--- src/rtl/fpmul_pkg.sv ---
package fpmul_pkg;
  localparam int EXP_W  = 8;
  localparam int MAN_W  = 23;
  localparam int WORD_W = 1 + EXP_W + MAN_W;
  localparam int SIG_W  = MAN_W + 1;
  localparam int PROD_W = 2 * SIG_W;
  localparam int BIAS   = (2 ** (EXP_W - 1)) - 1;
  localparam int EXP_MAX = (2 ** EXP_W) - 1;

  typedef struct packed {
    logic             sign;
    logic [EXP_W-1:0] exp;
    logic [MAN_W-1:0] man;
  } fp_word_t;
endpackage

--- src/rtl/fpmul_unpack.sv ---
module fpmul_unpack
  import fpmul_pkg::*;
(
  input  logic [WORD_W-1:0] word_i,
  output logic              sign_o,
  output logic [EXP_W-1:0]  exp_o,
  output logic [SIG_W-1:0]  sig_o,
  output logic              zero_o
);
  fp_word_t f;
  assign f      = fp_word_t'(word_i);
  assign sign_o = f.sign;
  assign exp_o  = f.exp;
  // hidden one restored; zero-exponent operands are flagged, not decoded
  assign sig_o  = {1'b1, f.man};
  assign zero_o = (f.exp == '0);
endmodule

--- src/rtl/fpmul_sigmul.sv ---
module fpmul_sigmul #(
  parameter int SIG_W  = 24,
  parameter int PROD_W = 2 * SIG_W
) (
  input  logic [SIG_W-1:0]  a_i,
  input  logic [SIG_W-1:0]  b_i,
  output logic [PROD_W-1:0] prod_o
);
  localparam int HALF  = (SIG_W + 1) / 2;
  localparam int PAD_W = 2 * HALF;

  logic [PAD_W-1:0]  a_pad, b_pad;
  logic [PROD_W-1:0] pp [4];

  assign a_pad = PAD_W'(a_i);
  assign b_pad = PAD_W'(b_i);

  // four half-width quadrant products, shifted and summed
  for (genvar q = 0; q < 4; q++) begin : g_quad
    localparam int SA = (q % 2) * HALF;
    localparam int SB = (q / 2) * HALF;
    logic [HALF-1:0] xa, xb;
    assign xa    = a_pad[SA +: HALF];
    assign xb    = b_pad[SB +: HALF];
    assign pp[q] = (PROD_W'(xa) * PROD_W'(xb)) << (SA + SB);
  end

  assign prod_o = pp[0] + pp[1] + pp[2] + pp[3];
endmodule

--- src/rtl/fpmul_expunit.sv ---
module fpmul_expunit
  import fpmul_pkg::*;
(
  input  logic [EXP_W-1:0] ea_i,
  input  logic [EXP_W-1:0] eb_i,
  input  logic             zero_i,
  input  logic             norm_i,
  output logic [EXP_W-1:0] exp_o,
  output logic             ovf_o,
  output logic             unf_o
);
  localparam int W = EXP_W + 2;

  logic [EXP_W:0]  sum_c;   // carry-extended raw sum
  logic signed [W-1:0] biased;

  assign sum_c  = {1'b0, ea_i} + {1'b0, eb_i};
  assign biased = $signed({1'b0, sum_c}) - $signed(W'(BIAS)) + $signed(W'(norm_i));

  assign ovf_o = !zero_i && (biased >= $signed(W'(EXP_MAX)));
  assign unf_o = !zero_i && (biased < $signed(W'(1)));

  always_comb begin
    if (zero_i || unf_o) exp_o = '0;
    else if (ovf_o)      exp_o = '1;
    else                 exp_o = biased[EXP_W-1:0];
  end
endmodule

--- src/rtl/fpmul_pack.sv ---
module fpmul_pack
  import fpmul_pkg::*;
(
  input  logic              sign_i,
  input  logic [EXP_W-1:0]  exp_i,
  input  logic [MAN_W-1:0]  man_i,
  input  logic              clear_i,
  output logic [WORD_W-1:0] word_o
);
  fp_word_t f;
  always_comb begin
    f.sign = sign_i;
    f.exp  = exp_i;
    f.man  = clear_i ? '0 : man_i;
  end
  assign word_o = WORD_W'(f);
endmodule

--- src/rtl/fpmul_sp.sv ---
module fpmul_sp
  import fpmul_pkg::*;
(
  input  logic              clk_i,
  input  logic              rst_ni,
  input  logic              vld_i,
  input  logic [WORD_W-1:0] a_i,
  input  logic [WORD_W-1:0] b_i,
  output logic              vld_o,
  output logic [WORD_W-1:0] res_o,
  output logic              flow_o
);
  logic [WORD_W-1:0] op_w [2];
  logic              op_s [2];
  logic [EXP_W-1:0]  op_e [2];
  logic [SIG_W-1:0]  op_g [2];
  logic              op_z [2];

  assign op_w[0] = a_i;
  assign op_w[1] = b_i;

  for (genvar i = 0; i < 2; i++) begin : g_op
    fpmul_unpack u_unpack (
      .word_i (op_w[i]),
      .sign_o (op_s[i]),
      .exp_o  (op_e[i]),
      .sig_o  (op_g[i]),
      .zero_o (op_z[i])
    );
  end

  logic [PROD_W-1:0] prod;
  fpmul_sigmul #(.SIG_W(SIG_W), .PROD_W(PROD_W)) u_sigmul (
    .a_i    (op_g[0]),
    .b_i    (op_g[1]),
    .prod_o (prod)
  );

  // normalisation select on the product's top bit
  logic             norm;
  logic [MAN_W-1:0] man_sel;
  logic             unused_prod_low;
  assign norm    = prod[PROD_W-1];
  assign man_sel = norm ? prod[PROD_W-2 -: MAN_W] : prod[PROD_W-3 -: MAN_W];
  assign unused_prod_low = ^prod[PROD_W-3-MAN_W:0];

  logic             zero_any, ovf, unf;
  logic [EXP_W-1:0] exp_res;
  assign zero_any = op_z[0] | op_z[1];

  fpmul_expunit u_exp (
    .ea_i   (op_e[0]),
    .eb_i   (op_e[1]),
    .zero_i (zero_any),
    .norm_i (norm),
    .exp_o  (exp_res),
    .ovf_o  (ovf),
    .unf_o  (unf)
  );

  logic [WORD_W-1:0] res_d;
  fpmul_pack u_pack (
    .sign_i  (op_s[0] ^ op_s[1]),
    .exp_i   (exp_res),
    .man_i   (man_sel),
    .clear_i (zero_any | ovf | unf),
    .word_o  (res_d)
  );

  always_ff @(posedge clk_i or negedge rst_ni) begin
    if (!rst_ni) begin
      vld_o  <= 1'b0;
      res_o  <= '0;
      flow_o <= 1'b0;
    end else begin
      vld_o <= vld_i;
      if (vld_i) begin
        res_o  <= res_d;
        flow_o <= ovf | unf;
      end
    end
  end
endmodule

--- config.mk ---
export PLATFORM = sky130hd
export DESIGN_NAME = fpmul_sp
export DESIGN_NICKNAME = d
export VERILOG_FILES = /design/src/rtl/fpmul_pkg.sv /design/src/rtl/fpmul_unpack.sv /design/src/rtl/fpmul_sigmul.sv /design/src/rtl/fpmul_expunit.sv /design/src/rtl/fpmul_pack.sv /design/src/rtl/fpmul_sp.sv
export SDC_FILE = /design/constraint.sdc
export NUM_CORES = 1
export LEC_CHECK = 0
export BUFFER_PORTS_ARGS = -buffer_cell sky130_fd_sc_hd__buf_2
export CAP_MARGIN = 25
export CORE_ASPECT_RATIO = 1.4
export CORE_UTILIZATION = 45
export DETAILED_ROUTE_END_ITERATION = 16
export HOLD_SLACK_MARGIN = 0.02
export SYNTH_ARGS = -nofsm -noshare
export SYNTH_HDL_FRONTEND = slang
export SYNTH_SLANG_ARGS = --single-unit
--- constraint.sdc ---
create_clock -name clk_i -period 1.1 [get_ports clk_i]
set_clock_uncertainty 0.1 [all_clocks]
set_input_delay 0.22 -clock clk_i [delete_from_list [all_inputs] [get_ports clk_i]]
set_output_delay 0.22 -clock clk_i [all_outputs]
set_load 0.01 [all_outputs]
==> run summary <==
Vias/cell = 4.99
fin. max-slew vios = 0
Die X = 189 um
prevailing post-synth register cell = dfrtp_1
area growth from synthesis to layout = 24.8%
WP buf/inv = 14
fmax = 0.0980 GHz
Ys Warns = 0
Crit path top cell by count = fa_1
Crit. End Element = flip-flop
Sum Neg Setup Slack = -288.74 ns
Final #Nets = 3767
top cell family by delay on the critical path = adder cells
CP startpoint kind = primary input
#FFs+latches synth = 34
final setup violation count = 66
Max H-tree Level = 2
largest net degree at the start of global routing = 35
Die ar. = 49700 um^2
Slowest-stage cell, CP = fa_1
# rows = 95
CTS Buffer Depth = 2
initial antenna violation count = 1
MaxCap Viol Count = 0
routed len/inst = 16.4 um
CP Max Fanout = 7
WS Path Type = in -> reg
Seq/Total Area, Yosys = 3.88%
clk sinks = 34
Hold WC Path Type = in -> reg
Synth Net Count = 3366
Final Critical Period = 10.20 ns
synthesized area = 22000 um^2
RSZ-0062 raised after global routing = yes
clock-pin slew on the worst setup and hold paths = 0.05 ns
post-synthesis adder-cell area fraction = 57.4%
vias in the first global route = 20000
worst setup slack after layout = -9.10 ns
Worst-Margin Slew = 0.486 ns
simple-gate share of the synthesized area = 15.8%
largest stage delay on the critical path = 0.53 ns
cells after synthesis = 2554
arrival time at the worst endpoint = 10.30 ns
failing checks = setup timing
number of synthesized flops with an enable pin = 0
post-DP HPWL = 51.2 mm
FFs w/ async S/R, synth = 100%
CTS buffer count = 5
number of port buffers = 100
diodes inserted = 0
Compound-Gate Fraction of Synth Area = 6.96%
Remaining DRCs = 0
main combinational cell family by area after synthesis = adder cells
CP required = 1.20 ns
Final Cycle Share = 928%
share of cells above drive strength 1 = 23.2%
final hold vios = 0
XOR/XNOR share of the synthesized area = 3.23%
TritonRoute pass-1 iters = 5
mux cell area share after synthesis = 0%
CTS tree = yes
ANT nets after route = 0
Initial Util = 45.7%
Vias = 17900
status = finished with violations
gr ovfl total = 0
Final GP Congestion = 0.865
Synth Area per Inst = 8.60 um^2
first-pass GRT wire length = 98.8 mm
Root Buffer = clkbuf_16
Total Wirelength = 58.7 mm
Distinct cells, synth = 65
slew margin rel. = 67.4%
GRT Util Overall = 24.8%
core area = 48000 um^2
Clk Latency, worst-skew pair = 0.28 ns
die span in y = 263 um
number of primary I/O pins = 101
initial DRC count = 651
logic make-up (layout without fill, tap and decap cells):
family | Yosys count | in the layout
AO/OA/AOI/OAI | 220 | 220
AND/OR/NAND/NOR | 736 | 737
adder cells (fa/ha/maj) | 745 | 745
flip-flops | 34 | 34
XOR/XNOR | 81 | 81
buffers and inverters | 738 | 1139
cells in the mapped netlist (4+ instances only):
cell | count | area, um^2
and3_1 | 8 | 50.1
nand4_1 | 5 | 31.3
a211o_1 | 5 | 43.8
xor2_1 | 35 | 307
clkbuf_1 | 97 | 364
or2_2 | 4 | 25.0
a221o_1 | 10 | 100
a41oi_1 | 4 | 35.0
or3_1 | 5 | 31.3
nor2b_1 | 8 | 50.1
ha_1 | 308 | 3850
o21a_1 | 9 | 67.6
dfrtp_1 | 34 | 851
nor4_1 | 6 | 37.5
o21bai_1 | 13 | 97.6
nand3_1 | 14 | 70.1
o31ai_1 | 4 | 30.0
xnor2_1 | 46 | 403
nand2b_1 | 11 | 68.8
o2bb2ai_1 | 7 | 61.3
inv_1 | 637 | 2390
fa_1 | 437 | 8750
a211oi_1 | 5 | 37.5
nor3_1 | 20 | 100
o21ai_0 | 34 | 170
a21oi_1 | 66 | 330
nor2_1 | 68 | 255
nand2_1 | 383 | 1440
a31oi_1 | 4 | 25.0
a21o_1 | 23 | 173
and2_1 | 190 | 1190
worst min-delay path, cell delays in order:
cell	delay, ns
buf_2	0.08
xnor2_1	0.10
a21oi_1	0.06
flip-flops by register name (all words and copies together) (netlist names):
| signal | flops |
|---|---|
| res_o | 32 |
| flow_o | 1 |
| vld_o | 1 |
what timing repair did:
action | CTS | global route
endpoints found under the setup margin | 66 | 66
hold buffers | 1 | 0
setup buffers | 13 | 17
gates resized for setup | 139 | 66
pin swaps | 57 | 48
endpoints found under the hold margin | 34 | 0
gates cloned | 1 | 1
worst paths after layout:
path / startpoint / to / slack, ns / cells after the start
setup / recovery: b_i[6] / res_o[14]$_DFFE_PN0P_ / -9.10 / 52
hold / removal: a_i[31] / res_o[31]$_DFFE_PN0P_ / 0.13 / 3
setup reg to reg: res_o[21]$_DFFE_PN0P_ / res_o[21]$_DFFE_PN0P_ / 0.02 / 2
hold reg to reg: res_o[24]$_DFFE_PN0P_ / res_o[24]$_DFFE_PN0P_ / 0.39 / 1
max in group asynchronous: rst_ni / flow_o$_DFFE_PN0P_ / 0.39 / 3
min in group asynchronous: rst_ni / res_o[22]$_DFFE_PN0P_ / 0.31 / 3
per-stage QoR:
stage	cells	utilization, %	cell area, um^2	hold slack [ns]	setup WS, ns
after floorplan	2554	-	22700	-0.176	-8.99
after global placement	3548	54.4	26100	0.0850	-9.75
after detailed placement	3548	54.4	26100	0.0855	-9.93
after CTS	3571	56.2	27000	0.124	-9.07
after global routing	3586	57.1	27400	0.131	-9.51
final	3586	57.1	27400	0.130	-9.10
placed cells by master, fill, tap and decap left out, types with 14 or more instances in the layout:
cell type | Yosys | final
ha_4 | 0 | 34
nand2_2 | 1 | 18
xor2_1 | 35 | 32
dfrtp_1 | 34 | 34
fa_1 | 437 | 429
ha_1 | 308 | 268
and2_1 | 190 | 181
xnor2_1 | 46 | 39
nand2_1 | 383 | 363
buf_6 | 3 | 18
inv_1 | 637 | 622
o21ai_0 | 34 | 26
buf_4 | 0 | 386
nor2_1 | 68 | 56
buf_2 | 1 | 64
inv_2 | 0 | 14
buf_12 | 0 | 16
a21oi_1 | 66 | 52
a21o_1 | 23 | 23
nor3_1 | 20 | 14
per-layer routing:
layer	global-route usage, %	vias to the layer above	share of wire [%]
met3	0.987	90	2.6
met4	8.33	2	3.7
met5	0	-	0.022
li1	-	8465	-
met2	47.9	333	55
met1	28.9	9022	39
final cells by class:
type / instances / area (um^2)
clock buffers: 7 / 143
clock inverters: 1 / 5.00
fillers: 4340 / 20600
inverters: 637 / 2390
multi-input cells: 1783 / 19300
flip-flops and latches: 34 / 851
well taps: 630 / 788
repair buffers: 494 / 3890
Power is left out: the tool's default activity adds up to more than one toggle a clock period on the data nets, which glitch-free logic cannot reach.
